### config.mk
export PLATFORM = sky130hd
export DESIGN_NAME = nvs_ctrl
export DESIGN_NICKNAME = d
export VERILOG_FILES = /design/src/rtl/nvs_pkg.sv /design/src/rtl/nvs_unlock_det.sv /design/src/rtl/nvs_xfer_fsm.sv /design/src/rtl/nvs_arrays.sv /design/src/rtl/nvs_ctrl.sv
export SDC_FILE = /design/constraint.sdc
export NUM_CORES = 1
export LEC_CHECK = 0
export ABC_AREA = 1
export BUFFER_PORTS_ARGS = -buffer_cell sky130_fd_sc_hd__clkbuf_2
export CAP_MARGIN = 20
export CORE_ASPECT_RATIO = 0.7
export CORE_UTILIZATION = 63
export CTS_CLUSTER_DIAMETER = 50
export DETAILED_ROUTE_END_ITERATION = 7
export PLACE_DENSITY = 0.85
export SETUP_SLACK_MARGIN = 0.02
export SLEW_MARGIN = 20
export SYNTH_ARGS = -nofsm -noshare
export SYNTH_HDL_FRONTEND = slang
export SYNTH_SLANG_ARGS = --single-unit
### constraint.sdc
create_clock -name clk_i -period 2.75 [get_ports clk_i]
set_clock_uncertainty 0.1 [all_clocks]
set_input_delay 0.275 -clock clk_i [delete_from_list [all_inputs] [get_ports clk_i]]
set_output_delay 0.275 -clock clk_i [all_outputs]
set_load 0.02 [all_outputs]
### src/rtl/nvs_pkg.sv
package nvs_pkg;

  typedef enum logic [1:0] {
    XF_IDLE   = 2'd0,
    XF_STORE  = 2'd1,
    XF_CLEAR  = 2'd2,
    XF_RECALL = 2'd3
  } xfer_e;

  localparam int unsigned UNLOCK_PREFIX = 5;

  localparam logic [15:0] UNLOCK_STORE_LAST  = 16'h0FC0;
  localparam logic [15:0] UNLOCK_RECALL_LAST = 16'h0C63;

  function automatic logic [15:0] unlock_addr(input logic [2:0] k);
    case (k)
      3'd0:    return 16'h0E38;
      3'd1:    return 16'h31C7;
      3'd2:    return 16'h03E0;
      3'd3:    return 16'h3C1F;
      3'd4:    return 16'h303F;
      default: return 16'h0000;
    endcase
  endfunction

endpackage

### src/rtl/nvs_unlock_det.sv
module nvs_unlock_det
  import nvs_pkg::*;
#(
  parameter int ADDR_W = 15
) (
  input  logic              clk_i,
  input  logic              rst_ni,
  input  logic              acc_i,
  input  logic              wr_i,
  input  logic [ADDR_W-1:0] addr_i,
  output logic              sw_store_o,
  output logic              sw_recall_o
);

  localparam logic [2:0]        LAST_STEP  = 3'(UNLOCK_PREFIX);
  localparam logic [ADDR_W-1:0] FIRST_ADDR = ADDR_W'(16'h0E38);
  localparam logic [ADDR_W-1:0] STORE_A    = ADDR_W'(UNLOCK_STORE_LAST);
  localparam logic [ADDR_W-1:0] RECALL_A   = ADDR_W'(UNLOCK_RECALL_LAST);

  logic [2:0]        step_q, step_d;
  logic [ADDR_W-1:0] exp_addr;
  logic              rd, at_last, restart;

  assign rd       = acc_i & ~wr_i;
  assign at_last  = (step_q == LAST_STEP);
  assign exp_addr = ADDR_W'(unlock_addr(step_q));
  assign restart  = (addr_i == FIRST_ADDR);

  assign sw_store_o  = rd & at_last & (addr_i == STORE_A);
  assign sw_recall_o = rd & at_last & (addr_i == RECALL_A);

  always_comb begin
    step_d = step_q;
    if (acc_i) begin
      if (wr_i) begin
        step_d = 3'd0;
      end else if (at_last) begin
        step_d = (sw_store_o | sw_recall_o) ? 3'd0 : (restart ? 3'd1 : 3'd0);
      end else if (addr_i == exp_addr) begin
        step_d = step_q + 3'd1;
      end else begin
        step_d = restart ? 3'd1 : 3'd0;
      end
    end
  end

  always_ff @(posedge clk_i or negedge rst_ni) begin
    if (!rst_ni) step_q <= 3'd0;
    else         step_q <= step_d;
  end

  p_write_aborts_r7: assert property (@(posedge clk_i) disable iff (!rst_ni)
    (acc_i && wr_i) |=> (step_q == 3'd0));

  p_idle_holds_r7: assert property (@(posedge clk_i) disable iff (!rst_ni)
    !acc_i |=> $stable(step_q));

  p_trigger_clears_r5: assert property (@(posedge clk_i) disable iff (!rst_ni)
    (sw_store_o || sw_recall_o) |=> (step_q == 3'd0));

  p_step_bound_r6: assert property (@(posedge clk_i) disable iff (!rst_ni)
    step_q <= LAST_STEP);

endmodule

### src/rtl/nvs_xfer_fsm.sv
module nvs_xfer_fsm
  import nvs_pkg::*;
#(
  parameter int DEPTH = 16,
  localparam int IDX_W = (DEPTH > 1) ? $clog2(DEPTH) : 1
) (
  input  logic             clk_i,
  input  logic             rst_ni,
  input  logic             pwr_good_i,
  input  logic             sw_store_i,
  input  logic             sw_recall_i,
  output xfer_e            state_o,
  output logic [IDX_W-1:0] idx_o,
  output logic             acc_en_o,
  output logic             busy_o
);

  localparam logic [IDX_W-1:0] LAST = IDX_W'(DEPTH - 1);

  xfer_e            state_q, state_d;
  logic [IDX_W-1:0] idx_q, idx_d;
  logic             pwr_q, pend_st_q, pend_rc_q, pend_st_d, pend_rc_d;
  logic             fall, rise, st_any, rc_any, idle, at_last;

  assign fall    = pwr_q & ~pwr_good_i;
  assign rise    = ~pwr_q & pwr_good_i;
  assign st_any  = pend_st_q | fall;
  assign rc_any  = pend_rc_q | rise;
  assign idle    = (state_q == XF_IDLE);
  assign at_last = (idx_q == LAST);

  assign acc_en_o = idle & pwr_good_i & pwr_q & ~pend_st_q & ~pend_rc_q;
  assign busy_o   = ~idle;
  assign state_o  = state_q;
  assign idx_o    = idx_q;

  always_comb begin
    state_d   = state_q;
    idx_d     = at_last ? '0 : idx_q + IDX_W'(1);
    pend_st_d = st_any;
    pend_rc_d = rc_any;
    unique case (state_q)
      XF_IDLE: begin
        idx_d = '0;
        if (st_any) begin
          state_d   = XF_STORE;
          pend_st_d = 1'b0;
        end else if (rc_any) begin
          state_d   = XF_CLEAR;
          pend_rc_d = 1'b0;
        end else if (sw_store_i) begin
          state_d = XF_STORE;
        end else if (sw_recall_i) begin
          state_d = XF_CLEAR;
        end
      end
      XF_STORE:  if (at_last) state_d = XF_IDLE;
      XF_CLEAR:  if (at_last) state_d = XF_RECALL;
      XF_RECALL: if (at_last) state_d = XF_IDLE;
      default:   state_d = XF_IDLE;
    endcase
  end

  always_ff @(posedge clk_i or negedge rst_ni) begin
    if (!rst_ni) begin
      state_q   <= XF_IDLE;
      idx_q     <= '0;
      pwr_q     <= 1'b0;
      pend_st_q <= 1'b0;
      pend_rc_q <= 1'b0;
    end else begin
      state_q   <= state_d;
      idx_q     <= idx_d;
      pwr_q     <= pwr_good_i;
      pend_st_q <= pend_st_d;
      pend_rc_q <= pend_rc_d;
    end
  end

  p_store_step_r8: assert property (@(posedge clk_i) disable iff (!rst_ni)
    (state_q == XF_STORE && !at_last) |=> (state_q == XF_STORE && idx_q == $past(idx_q) + IDX_W'(1)));

  p_store_end_r8: assert property (@(posedge clk_i) disable iff (!rst_ni)
    (state_q == XF_STORE && at_last) |=> (state_q == XF_IDLE));

  p_clear_to_copy_r9: assert property (@(posedge clk_i) disable iff (!rst_ni)
    (state_q == XF_CLEAR && at_last) |=> (state_q == XF_RECALL && idx_q == '0));

  p_fall_stores_r10: assert property (@(posedge clk_i) disable iff (!rst_ni)
    (idle && fall) |=> (state_q == XF_STORE));

  p_rise_recalls_r11: assert property (@(posedge clk_i) disable iff (!rst_ni)
    (idle && rise && !pend_st_q) |=> (state_q == XF_CLEAR));

  p_pending_store_first_r12: assert property (@(posedge clk_i) disable iff (!rst_ni)
    (idle && pend_st_q) |=> (state_q == XF_STORE));

endmodule

### src/rtl/nvs_arrays.sv
module nvs_arrays
  import nvs_pkg::*;
#(
  parameter int DEPTH  = 16,
  parameter int DATA_W = 8,
  localparam int IDX_W = (DEPTH > 1) ? $clog2(DEPTH) : 1
) (
  input  logic              clk_i,
  input  logic              rst_ni,
  input  xfer_e             state_i,
  input  logic [IDX_W-1:0]  xidx_i,
  input  logic              usr_we_i,
  input  logic [IDX_W-1:0]  usr_idx_i,
  input  logic [DATA_W-1:0] usr_data_i,
  output logic [DATA_W-1:0] rd_data_o
);

  logic [DATA_W-1:0] sram_q   [DEPTH];
  logic [DATA_W-1:0] shadow_q [DEPTH];

  logic              sr_we, sh_we;
  logic [IDX_W-1:0]  sr_idx;
  logic [DATA_W-1:0] sr_wd, sh_at, sr_at;

  assign sh_at     = shadow_q[xidx_i];
  assign sr_at     = sram_q[xidx_i];
  assign rd_data_o = sram_q[usr_idx_i];
  assign sh_we     = (state_i == XF_STORE);

  always_comb begin
    sr_we  = 1'b0;
    sr_idx = usr_idx_i;
    sr_wd  = usr_data_i;
    unique case (state_i)
      XF_IDLE:   sr_we = usr_we_i;
      XF_CLEAR: begin
        sr_we  = 1'b1;
        sr_idx = xidx_i;
        sr_wd  = '0;
      end
      XF_RECALL: begin
        sr_we  = 1'b1;
        sr_idx = xidx_i;
        sr_wd  = sh_at;
      end
      default:   sr_we = 1'b0;
    endcase
  end

  // reset models a blank part on first power-up
  always_ff @(posedge clk_i or negedge rst_ni) begin
    if (!rst_ni) begin
      for (int i = 0; i < DEPTH; i++) sram_q[i] <= '0;
    end else if (sr_we) begin
      sram_q[sr_idx] <= sr_wd;
    end
  end

  always_ff @(posedge clk_i or negedge rst_ni) begin
    if (!rst_ni) begin
      for (int i = 0; i < DEPTH; i++) shadow_q[i] <= '0;
    end else if (sh_we) begin
      shadow_q[xidx_i] <= sr_at;
    end
  end

  p_store_copies_r8: assert property (@(posedge clk_i) disable iff (!rst_ni)
    (state_i == XF_STORE) |=> (shadow_q[$past(xidx_i)] == $past(sr_at)));

  p_clear_zero_r9: assert property (@(posedge clk_i) disable iff (!rst_ni)
    (state_i == XF_CLEAR) |=> (sram_q[$past(xidx_i)] == '0));

  p_copy_back_r9: assert property (@(posedge clk_i) disable iff (!rst_ni)
    (state_i == XF_RECALL) |=> (sram_q[$past(xidx_i)] == $past(sh_at)));

  p_shadow_kept_r9: assert property (@(posedge clk_i) disable iff (!rst_ni)
    (state_i == XF_CLEAR || state_i == XF_RECALL) |=> (shadow_q[$past(xidx_i)] == $past(sh_at)));

endmodule

### src/rtl/nvs_ctrl.sv
module nvs_ctrl
  import nvs_pkg::*;
#(
  parameter int DEPTH  = 16,
  parameter int ADDR_W = 15,
  parameter int DATA_W = 8
) (
  input  logic              clk_i,
  input  logic              rst_ni,
  input  logic              pwr_good_i,
  input  logic              ce_ni,
  input  logic              oe_ni,
  input  logic              we_ni,
  input  logic [ADDR_W-1:0] addr_i,
  input  logic [DATA_W-1:0] data_i,
  output logic [DATA_W-1:0] data_o,
  output logic              data_oe_o,
  output logic              busy_o
);

  localparam int IDX_W = (DEPTH > 1) ? $clog2(DEPTH) : 1;

  xfer_e             state;
  logic [IDX_W-1:0]  xidx;
  logic              acc_en, acc, wr, sw_store, sw_recall;
  logic [DATA_W-1:0] rd_data;

  assign acc       = acc_en & ~ce_ni;
  assign wr        = ~we_ni;
  assign data_oe_o = acc & we_ni & ~oe_ni;
  assign data_o    = data_oe_o ? rd_data : '0;

  nvs_unlock_det #(.ADDR_W(ADDR_W)) i_unlock (
    .clk_i       (clk_i),
    .rst_ni      (rst_ni),
    .acc_i       (acc),
    .wr_i        (wr),
    .addr_i      (addr_i),
    .sw_store_o  (sw_store),
    .sw_recall_o (sw_recall)
  );

  nvs_xfer_fsm #(.DEPTH(DEPTH)) i_fsm (
    .clk_i       (clk_i),
    .rst_ni      (rst_ni),
    .pwr_good_i  (pwr_good_i),
    .sw_store_i  (sw_store),
    .sw_recall_i (sw_recall),
    .state_o     (state),
    .idx_o       (xidx),
    .acc_en_o    (acc_en),
    .busy_o      (busy_o)
  );

  nvs_arrays #(.DEPTH(DEPTH), .DATA_W(DATA_W)) i_arrays (
    .clk_i      (clk_i),
    .rst_ni     (rst_ni),
    .state_i    (state),
    .xidx_i     (xidx),
    .usr_we_i   (acc & wr),
    .usr_idx_i  (addr_i[IDX_W-1:0]),
    .usr_data_i (data_i),
    .rd_data_o  (rd_data)
  );

  p_standby_quiet_r1: assert property (@(posedge clk_i) disable iff (!rst_ni)
    ce_ni |-> !data_oe_o);

  p_write_no_drive_r4: assert property (@(posedge clk_i) disable iff (!rst_ni)
    !we_ni |-> !data_oe_o);

  p_internal_rd_quiet_r3: assert property (@(posedge clk_i) disable iff (!rst_ni)
    oe_ni |-> !data_oe_o);

  p_busy_blocks_r8: assert property (@(posedge clk_i) disable iff (!rst_ni)
    busy_o |-> !data_oe_o);

  p_power_low_blocks_r10: assert property (@(posedge clk_i) disable iff (!rst_ni)
    !pwr_good_i |-> !data_oe_o);

  p_trigger_busy_r5: assert property (@(posedge clk_i) disable iff (!rst_ni)
    (sw_store || sw_recall) |=> busy_o);

endmodule

After elaboration in Yosys (flattened, before gate mapping)
Cells that the tools add are included.
{"block": "classes", "magnitude_cmp": 5, "mux": 37, "bitwise": 27, "n_addsub": 2, "n_eq_ne": 16, "n_reduce_logical": 7}
{"operator": "bitwise mux 128 bit", "count": 2}
{"operator": "binary-select mux 8 bit (select 4 bit)", "count": 3}
{"operator": "2-to-1 mux 8 bit", "count": 9}
{"operator": "one-hot mux 14 bit (5 select lines)", "count": 1}
{"operator": "demux 8 bit (select 4 bit)", "count": 2}
{"operator": "equality test 15 x 12 -> 1 bit (second input constant)", "count": 3}
{"operator": "one-hot mux 8 bit (2 select lines)", "count": 1}
{"operator": "equality test 15 x 14 -> 1 bit", "count": 1}
{"operator": "greater-or-equal comparator 5 bit (second input constant)", "count": 3}
{"operator": "inverter 4 -> 5 bit", "count": 3}
{"operator": "AND 1 bit", "count": 13}
{"operator": "2-to-1 mux 2 bit", "count": 6}
{"operator": "2-to-1 mux 3 bit", "count": 4}
{"operator": "2-to-1 mux 4 bit", "count": 3}
{"operator": "less-than comparator 5 x 1 -> 1 bit (second input constant)", "count": 2}
{"operator": "inverter 1 bit", "count": 8}
{"operator": "equality test 3 x 2 -> 1 bit (second input constant)", "count": 2}
{"operator": "equality test 3 bit (second input constant)", "count": 2}
{"operator": "one-hot mux 2 bit (3 select lines)", "count": 1}
{"operator": "!= test 5 x 3 -> 1 bit (second input constant)", "count": 1}
{"operator": "adder 4 x 1 -> 4 bit (second input constant)", "count": 1}
{"operator": "equality test 2 bit (second input constant)", "count": 2}
{"operator": "equality test 4 bit (second input constant)", "count": 1}
{"operator": "2-to-1 mux 1 bit", "count": 4}
{"operator": "other kinds (12)", "count": 16}
{"block": "totals", "wordCells": 132, "regBits": 268, "inputBits": 29, "output_inout_bits": 10}

Logic depth before layout (Yosys ltp)
Gate-level depths: netlist of the first run.
{"block": "logic_depth", "depth_word": 14, "mapped_depth": 14}

Hierarchy
A second synthesis of the first run with hierarchy kept.
{"block": "hier_totals", "hier_cells": 2015, "hier_area_um2": 14415.1}
{"mod": "nvs_arrays", "n_inst": 1, "seq_area_each_um2": 6406.1, "area_per_inst_um2": 13264.0, "cells_each": 1827}
{"mod": "nvs_unlock_det", "n_inst": 1, "seq_area_each_um2": 75.1, "area_per_inst_um2": 601.8, "cells_each": 111}
{"mod": "nvs_xfer_fsm", "n_inst": 1, "seq_area_each_um2": 225.2, "area_per_inst_um2": 454.2, "cells_each": 54}
{"mod": "nvs_ctrl", "n_inst": 1, "seq_area_each_um2": 0.0, "area_per_inst_um2": 95.1, "cells_each": 23}

Least setup slack after synthesis of the first run
No wires, ideal clock.
{"block": "synth_path", "path_type": "flip-flop to output port", "from": "reg i_fsm.state_q[1], in the netlist i_fsm.state_o[1]", "to": "out data_o[0]", "slack_ns": 0.316, "n_path_buf": 0, "t_arrival_ns": 2.059, "required_time_ns": 2.375, "stages_incl_launch_ff": 10, "path_cell_list": "dfrtp_1 inv_4 nand2_2 nor3_2 nand2_1 inv_2 nand2_1 nor2_2 nand2_1 a211oi_1"}
{"block": "synth_via", "elab_chain_cells": 9}
{"item": "start, declared", "line_no": "nvs_xfer_fsm.sv:20", "rtl": "xfer_e state_q, state_d;"}
{"item": "start signal, assigned", "line_no": "nvs_xfer_fsm.sv:72", "rtl": "state_q <= state_d;"}
{"item": "zero test 2 bit", "line_no": "nvs_xfer_fsm.sv:29", "rtl": "assign idle = (state_q == XF_IDLE);"}
{"item": "AND 1 bit (4 in a row)", "line_no": "nvs_xfer_fsm.sv:32", "rtl": "assign acc_en_o = idle & pwr_good_i & pwr_q & ~pend_st_q & ~pend_rc_q;"}
{"item": "AND 1 bit", "line_no": "nvs_ctrl.sv:28", "rtl": "assign acc = acc_en & ~ce_ni;"}
{"item": "AND 1 bit (2 in a row)", "line_no": "nvs_ctrl.sv:30", "rtl": "assign data_oe_o = acc & we_ni & ~oe_ni;"}
{"item": "net data_oe_o", "line_no": "nvs_ctrl.sv:17", "rtl": "output logic data_oe_o,"}
{"item": "2-to-1 mux 8 bit", "line_no": "nvs_ctrl.sv:31", "rtl": "assign data_o = data_oe_o ? rd_data : '0;"}
{"item": "end, declared", "line_no": "nvs_ctrl.sv:16", "rtl": "output logic [DATA_W-1:0] data_o,"}
The timed path passes the listed nets, and every way through them passes these cells.

Worst setup path in the final report of the first run
{"block": "layout_path", "from": "reg i_fsm.idx_q[0], in the netlist i_fsm.idx_o[0]", "to": "reg i_arrays.shadow_q[108] in the netlist's numbering"}
{"block": "layout_via", "elab_chain_cells": 6, "elab_cells_between_ends": 10, "cone_classes": "2 x order compare; 6 x mux; 1 x bitwise; 1 x reduce/logical"}
{"item": "start, declared", "line_no": "nvs_xfer_fsm.sv:21", "rtl": "logic [IDX_W-1:0] idx_q, idx_d;"}
{"item": "start signal, assigned", "line_no": "nvs_xfer_fsm.sv:73", "rtl": "idx_q <= idx_d;"}
{"item": "inverter 4 -> 5 bit (not written as such) (*)", "line_no": "nvs_arrays.sv:26, nvs_arrays.sv:63"}
{"item": "greater-or-equal comparator 5 bit (not written as such) or less-than comparator 5 x 1 -> 1 bit (tied branches)", "line_no": "nvs_arrays.sv:63", "rtl": "shadow_q[xidx_i] <= sr_at;"}
{"item": "logical AND 1 bit (not written as such)", "line_no": "nvs_arrays.sv:63"}
{"item": "2-to-1 mux 8 bit (not written as such)", "line_no": "nvs_arrays.sv:63"}
{"item": "demux 8 bit (select 4 bit)", "line_no": "nvs_arrays.sv:63"}
{"item": "bitwise mux 128 bit (*)", "line_no": "nvs_arrays.sv:63"}
{"item": "end signal, assigned by index", "line_no": "nvs_arrays.sv:63"}
{"item": "end, declared", "line_no": "nvs_arrays.sv:19", "rtl": "logic [DATA_W-1:0] shadow_q [DEPTH];"}
Every way passes the cells marked *; elsewhere a longest branch is shown, timed or not. The select of a mux whose other input is x is not followed.
A chain may end at the register's enable or synchronous reset.

==> results.md, run 1 <==
- DIE WIDTH: 184.7 um
- Setup WS pre-CTS: 0.009688 ns
- Placed insts: 2309
- Synth warn: 0
- Layout Cells excl Fill: 2366
- Hold Vio Cnt, Final: 0
- First-pass DRT Iterations: 7
- Crit. End Element: flop
- RSZ-0062 raised after global routing: no
- Fin. max-slew vios: 0
- Outcome: completed
- Initial antenna violation count: 0
- Syn_area_per_cell: 7.259 sq um
- Ratio of cells with drive above 1 in the final layout: 10.08%
- Routed WL per cell: 18.66 um
- Hold path startpoint: we_ni
- Peak Freq: 0.3738 GHz
- Fin nets: 2071
- Global-route wire length before repair: 70.04 mm
- Fillcell total: 1808
- Cells after synthesis: 2028
- TritonCTS buffer count: 27
- Initial DRC Count: 2352
- CP Max Fanout: 36
- Power density over the cells: 676.7 nW/um^2
- Worst EP arrival: 2.98 ns
- Core area: 22790 sq um
- Setup ws final: 0.07453 ns
- Crit path launch type: flop
- Post-synthesis sequential area ratio: 45.56%
- Setup TNS: 0 ns
- Number of global-route vias before repair: 12830
- Post-route total power: 0.01104 W
- Yosys cell types: 39
- Starting Density: 64.59%
- Std-Cell Rows: 46
- Avg Vias per Cell: 6.037
- Worst IR Drop VDD: 569.6 uV
- Root Buffer: clkbuf_16
- Clk_lat worst skew: 0.55 ns
- Clock buffer depth: 3
- Max Cap Viol: 0
- H-tree levels: 1
- Worst setup path startpoint: i_fsm.idx_o[0]$_DFF_PN0_
- Overall routing resource usage: 37.66%
- Crit Path Class: reg2reg
- Final WL: 44.16 mm
- HPWL after DPL: 29.33 mm
- RD Place Congestion: 0.9668
- Congestion Overflow GR: 0
- Worst r2r src: i_fsm.idx_o[0]$_DFF_PN0_
- Post-DRT Antenna Nets: 0
- Die height: 129.9 um
- Worst-path clk slew: 0.07 ns
- Final setup fails: 0
- Via count: 14280
- CP required: 3.06 ns
- Inserted Diodes: 0
- FF+latch count, synth: 268
- Largest net degree at the start of global routing: 93
- Leakage Power: 7.862 nW
- Final worst path period share: 97.29%
- Full die area: 23990 sq um
- Syn Nets: 2066
- Worst Tran Pin Value: 0.7599 ns
- Post-DP Area: 15180 sq um
- CTS tree: done
- Cell Area, Synth: 14720 sq um
- HP Class: in2reg
- # clock sinks: 268
- I/O Pins: 39
- Area grow syn2layout: 10.85%
- Finished Cell Area: 16320 sq um
- Drc violations: 0
- Flop-to-flop setup slack: 0.07 ns
- Period minus WS final: 2.675 ns
- Port bufs: 38
- Worst slew margin: 48.80%
## kinds of logic after synthesis
family	share of synthesized area (%)
AO/OA/AOI/OAI	20.98
flip-flops	45.56
buffers and inverters	8.984
AND/OR/NAND/NOR	23.71
adder cells (fa/ha/maj)	0.7650
## where the power goes
group / internal, W / total [W] / switching, W
clock network: 0.00242 / 0.00411 / 0.00169
logic: 0.000703 / 0.00267 / 0.00197
registers: 0.00411 / 0.00426 / 0.000153
total: 0.00723 / 0.0110 / 0.00381
## per-stage QoR
step | util [%] | hold slack, ns
after floorplan | - | -0.1206
after global placement | 66.62 | 0.1589
after detailed placement | 66.62 | 0.1549
after CTS | 71.28 | 0.08389
after global routing | 71.59 | 0.1384
final | 71.59 | 0.08671
## registers in the layout, indices dropped and copies added, names as in the netlist
signal / flops
i_arrays.sram_q: 128
i_fsm.idx_o: 4
i_unlock.step_q: 3
i_fsm.pwr_q: 1
i_fsm.state_o: 2
i_fsm.pend_st_q: 1
i_fsm.pend_rc_q: 1
i_arrays.shadow_q: 128
## repair_timing
action / CTS / global route
setup endpoints to repair: 8 / 19
pin swaps: 1 / 1
endpoints found under the hold margin: 61 / 0
setup buffers: 3 / 1
hold buffers: 3 / 0
gates resized for setup: 8 / 21
## layout make-up
cell class	count	area (sq um)	area share (%)
Timing Repair Buffer	91	749.5	4.593
Sequential cell	268	6714	41.15
Clock buffer	28	689.4	4.225
Clock inverter	22	295.3	1.810
Multi-Input combinational cell	1452	6749	41.36
Tap cell	312	390.4	2.392
Inverter	193	729.5	4.471
## placed cells by master, fill, tap and decap left out, types with 2 or more instances in the layout
| master | Yosys | final |
|---|---|---|
| a211oi_2 | 0 | 5 |
| a21oi_1 | 142 | 142 |
| buf_12 | 0 | 10 |
| buf_4 | 21 | 44 |
| bufinv_16 | 0 | 6 |
| clkbuf_16 | 0 | 27 |
| clkbuf_2 | 0 | 31 |
| clkinv_2 | 0 | 7 |
| clkinv_4 | 0 | 2 |
| dfrtp_1 | 268 | 266 |
| dfrtp_4 | 0 | 2 |
| dlygate4sd3_1 | 0 | 3 |
| ha_1 | 9 | 9 |
| inv_1 | 178 | 178 |
| inv_2 | 12 | 12 |
| inv_4 | 2 | 2 |
| inv_6 | 0 | 5 |
| nand2_1 | 653 | 650 |
| nand2_2 | 1 | 4 |
| nand3_1 | 19 | 19 |
| nand3_4 | 3 | 3 |
| nand4_1 | 2 | 2 |
| nand4_2 | 8 | 7 |
| nor2_1 | 133 | 130 |
| nor2_2 | 8 | 10 |
| nor2_4 | 12 | 13 |
| nor3_1 | 3 | 3 |
| nor3_2 | 2 | 2 |
| o211ai_1 | 23 | 23 |
| o21ai_0 | 380 | 377 |
| o21ai_1 | 28 | 30 |
| o21ai_2 | 3 | 4 |
| o21bai_1 | 2 | 2 |
| o221ai_1 | 2 | 2 |
| o22ai_1 | 4 | 4 |
| o311ai_0 | 3 | 3 |
## path summary, 6_finish.rpt
kind | endpoint | depth (start not counted)
worst max register to register | i_arrays.shadow_q[108]$_DFFE_PN0P_ | 8
worst min register to register | i_arrays.sram_q[13]$_DFFE_PN0P_ | 2
worst max-delay path | i_arrays.shadow_q[108]$_DFFE_PN0P_ | 8
max in group asynchronous | i_arrays.sram_q[38]$_DFFE_PN0P_ | 3
min in group asynchronous | i_arrays.shadow_q[68]$_DFFE_PN0P_ | 2
worst min-delay path | i_unlock.step_q[0]$_DFFE_PN0N_ | 5
## metal layers
| metal | global-route usage, % | share of wire, % |
|---|---|---|
| met5 | 0 | 0 |
| met4 | 9.285 | 2.6 |
| met1 | 57.01 | 42 |
| met2 | 52.45 | 41 |
| met3 | 11.50 | 15 |
## critical path, cell delays in order, from the launching register on
cell and delay (ns):
dfrtp_4 0.66, buf_12 0.24, a21oi_1 0.09, o21ai_0 0.11, o21ai_0 0.27, nand2_1 0.16
nand4_2 0.52, nor2_1 0.29, a21oi_1 0.07
## cell usage after synthesis, drive strengths merged
library cell,n,area [sq um]
clkinv,1,3.750
dfrtp,268,6706
a31oi,1,6.260
o311ai,3,26.28
nand3,23,157.7
a311oi,1,8.760
o221ai,2,17.52
nor2,154,704.4
o21bai,2,15.01
nor3,5,35.03
clkbuf,52,195.2
o21ai,411,2068
nor4,1,6.260
a211oi,5,37.54
buf,63,397.9
inv,192,725.7
or2,1,6.260
nand2,655,2469
nand4,10,112.6
a21oi,142,710.7
o22ai,4,25.02
ha,9,112.6
o211ai,23,172.7
Note: power is estimated with default switching activity, not from simulation.
==> run 2, diff against run 1 <==
Settings changed: CORE_UTILIZATION 63 to 68, PLACE_DENSITY 0.85 to 0.91.
Clock period 2.75 ns to 3.4 ns, I/O delays scaled along.
==> results.md, run 2 (synthesis results as in run 1) <==
- Fin. max-slew vios: 0 (unchanged)
- Via count: 14660 (was 14280)
- Clk pwr share: 34.5% (was 37.2%)
- Max incr delay on CP: 0.41 ns (was 0.66 ns)
- Inserted Diodes: 0 (unchanged)
- Outcome: finished, violations left (was completed)
- Area grow syn2layout: 8.423% (was 10.85%)
- HPWL after DPL: 29.72 mm (was 29.33 mm)
- Crit path buffers/inverters: 3 (was 1)
- Crit. End Element: output port (was flop)
- Fillcell total: 1455 (was 1808)
- Final core utilization: 76.09% (was 71.59%)
- Fin nets: 2058 (was 2071)
- Hold Vio Cnt, Final: 0 (unchanged)
- CP delay by family, top: simple AND/OR/NAND/NOR gates (unchanged)
- Overall routing resource usage: 40.89% (was 37.66%)
- Max Cap Viol: 0 (unchanged)
- Flop-to-flop setup slack: 0.59 ns (was 0.07 ns)
- CP Max Fanout: 10 (was 36)
- Routed WL per cell: 19.36 um (was 18.66 um)
- Std-Cell Rows: 44 (was 46)
- Drc violations: 2 (was 0)
- Starting Density: 70.18% (was 64.59%)
- Initial antenna violation count: 1 (was 0)
- Worst EP arrival: 2.78 ns (was 2.98 ns)
- Die height: 125.1 um (was 129.9 um)
- RD Place Congestion: 0.9986 (was 0.9668)
- Crit path launch type: flop (unchanged)
- Hold path depth: 5 (unchanged)
- Ratio of cells with drive above 1 in the final layout: 8.542% (was 10.08%)
- I/O Pins: 39 (unchanged)
- Hold path startpoint: ce_ni (was we_ni)
- HP Class: in2reg (unchanged)
- Setup TNS: 0 ns (unchanged)
- Commonest non-fill, non-tap cell in the layout: nand2_1 (unchanged)
- Final WL: 44.78 mm (was 44.16 mm)
- Peak Freq: 0.3103 GHz
- Period minus WS final: 3.223 ns
- Sw Share: 34.89% (was 34.48%)
- Avg Vias per Cell: 6.337 (was 6.037)
- Clk_lat worst skew: 0.54 ns (was 0.55 ns)
- Final worst path period share: 94.79%
- Initial DRC Count: 2740 (was 2352)
- Failing checks: DRC
- Worst slew margin: 42.53% (was 48.80%)
- TritonCTS buffer count: 26 (was 27)
- Congestion Overflow GR: 0 (unchanged)
- Power density over the cells: 536.7 nW/um^2 (was 676.7 nW/um^2)
- Crit Path Class: reg2out (was reg2reg)
- Worst Tran Pin Value: 0.8599 ns (was 0.7599 ns)
- CP required: 2.96 ns (was 3.06 ns)
- Global-route wire length before repair: 71.50 mm (was 70.04 mm)
- Worst-path clk slew: 0.06 ns (was 0.07 ns)
- Gate power share: 25.3% (was 24.2%)
- End of the worst hold path: i_unlock.step_q[0]$_DFFE_PN0N_ (unchanged)
- Root Buffer: clkbuf_16 (unchanged)
- Largest net degree at the start of global routing: 102 (was 93)
- First-pass DRT Iterations: 8 (was 7)
- Most frequent cells in the layout: 653 x nand2_1, 380 x o21ai_0, 266 x dfrtp_1 (was 650 x nand2_1, 377 x o21ai_0, 266 x dfrtp_1)
- Port bufs: 38 (unchanged)
- Core area: 20980 sq um (was 22790 sq um)
- Full die area: 22250 sq um (was 23990 sq um)
- CP max stage cell: dfrtp_1 (was dfrtp_4)
- DIE WIDTH: 177.9 um (was 184.7 um)
- Fin Hold WS: 0.07568 ns (was 0.08671 ns)
- # clock sinks: 268 (unchanged)
- Multi-input logic area: 6701 sq um (was 6749 sq um)
- Number of global-route vias before repair: 13590 (was 12830)
- Worst r2r src: i_fsm.idx_o[0]$_DFF_PN0_ (unchanged)
- Switching pwr: 0.002989 W (was 0.003807 W)
- H-tree levels: 1 (unchanged)
- Register area: 6714 sq um (unchanged)
- CTS tree: done (unchanged)
- Worst R2R End: i_arrays.sram_q[29]$_DFFE_PN0P_ (was i_arrays.shadow_q[108]$_DFFE_PN0P_)
- Leakage Power: 7.710 nW (was 7.862 nW)
- Final setup fails: 0 (unchanged)
- CP cell instances: inv_4, nand2_2, nor3_2, nand2_1, inv_2, nand2_1, nor2_4, nand2_1, a211oi_1, clkbuf_2 (was buf_12, a21oi_1, o21ai_0, o21ai_0, nand2_1, nand4_2, nor2_1, a21oi_1)
- Post-DRT Antenna Nets: 0 (unchanged)
- Cell mode on critical path: nand2_1
- Sequential share of power: 40.2% (was 38.6%)
- Reg2reg path depth: 10 (was 8)
- Worst IR Drop VDD: 451.5 uV (was 569.6 uV)
- Pint: 0.005578 W (was 0.007235 W)
- RSZ-0062 raised after global routing: no (unchanged)
- Clock buffer depth: 3 (unchanged)
run 2: power groups by stage:
stage	clock network, W	logic, W	registers, W
2_1_floorplan	0	0.00143	0.00343
3_3_place_gp	0	0.00196	0.00349
6_report	0.00295	0.00217	0.00344
5_1_grt	0.00308	0.00230	0.00346
3_5_place_dp	0	0.00202	0.00350
4_1_cts	0.00296	0.00206	0.00344
run 2: through the flow:
stage	worst slack [ns]	total power, W	instances	instance area (sq um)
final	0.1771	0.008567	2313	15960
after floorplan	0.9006	0.004854	2028	14720
after global placement	0.6704	0.005453	2266	15070
after detailed placement	0.7052	0.005519	2266	15070
after global routing	0.1347	0.008842	2313	15960
after CTS	0.1332	0.008461	2313	15950
run 2: timing repair:
action	in CTS	in global routing
hold buffers	2	0
resized for setup	0	2
setup endpoints to repair	0	2
buffers inserted	0	0
endpoints found under the hold margin	78	0
run 2: cell type report:
class                           count  area share, %
Inverter                          193          4.570
Clock buffer                       38          4.806
Multi-Input combinational cell   1452          41.99
Tap cell                          276          2.164
Sequential cell                   268          42.07
Clock inverter                      7         0.5644
Timing Repair Buffer               79          3.841
run 2: worst max path at each step:
stage / slack, ns / to / depth (start not counted) / startpoint
finish: 0.18 / data_o[1] / 10 / i_fsm.state_o[1]$_DFFE_PN0P_
global route: 0.13 / data_o[0] / 10 / i_fsm.state_o[1]$_DFFE_PN0P_
CTS: 0.13 / data_o[0] / 10 / i_fsm.state_o[1]$_DFFE_PN0P_
detailed placement: 0.71 / data_o[0] / 10 / i_fsm.state_o[1]$_DFFE_PN0P_
global placement: 0.67 / data_o[0] / 10 / i_fsm.state_o[1]$_DFFE_PN0P_
floorplan: 0.90 / data_o[0] / 9 / i_fsm.state_o[1]$_DFFE_PN0P_
run 2: per-layer routing:
| layer | share of wire, % | GRT usage (%) | vias up |
|---|---|---|---|
| met2 | 41 | 57.49 | 1223 |
| met1 | 39 | 60.09 | 6729 |
| met4 | 3.5 | 14.18 | 0 |
| met3 | 17 | 12.26 | 188 |
| li1 | - | - | 6517 |
| met5 | 0 | 0 | - |
run 2: worst register-to-register path: cells and delay by family, from the launching register on:
kind	cells	cell delay, ns
and+or+nand+nor	5	0.98
DFF	1	0.61
buffers and inverters	1	0.34
AOI/OAI and AO/OA	4	0.64
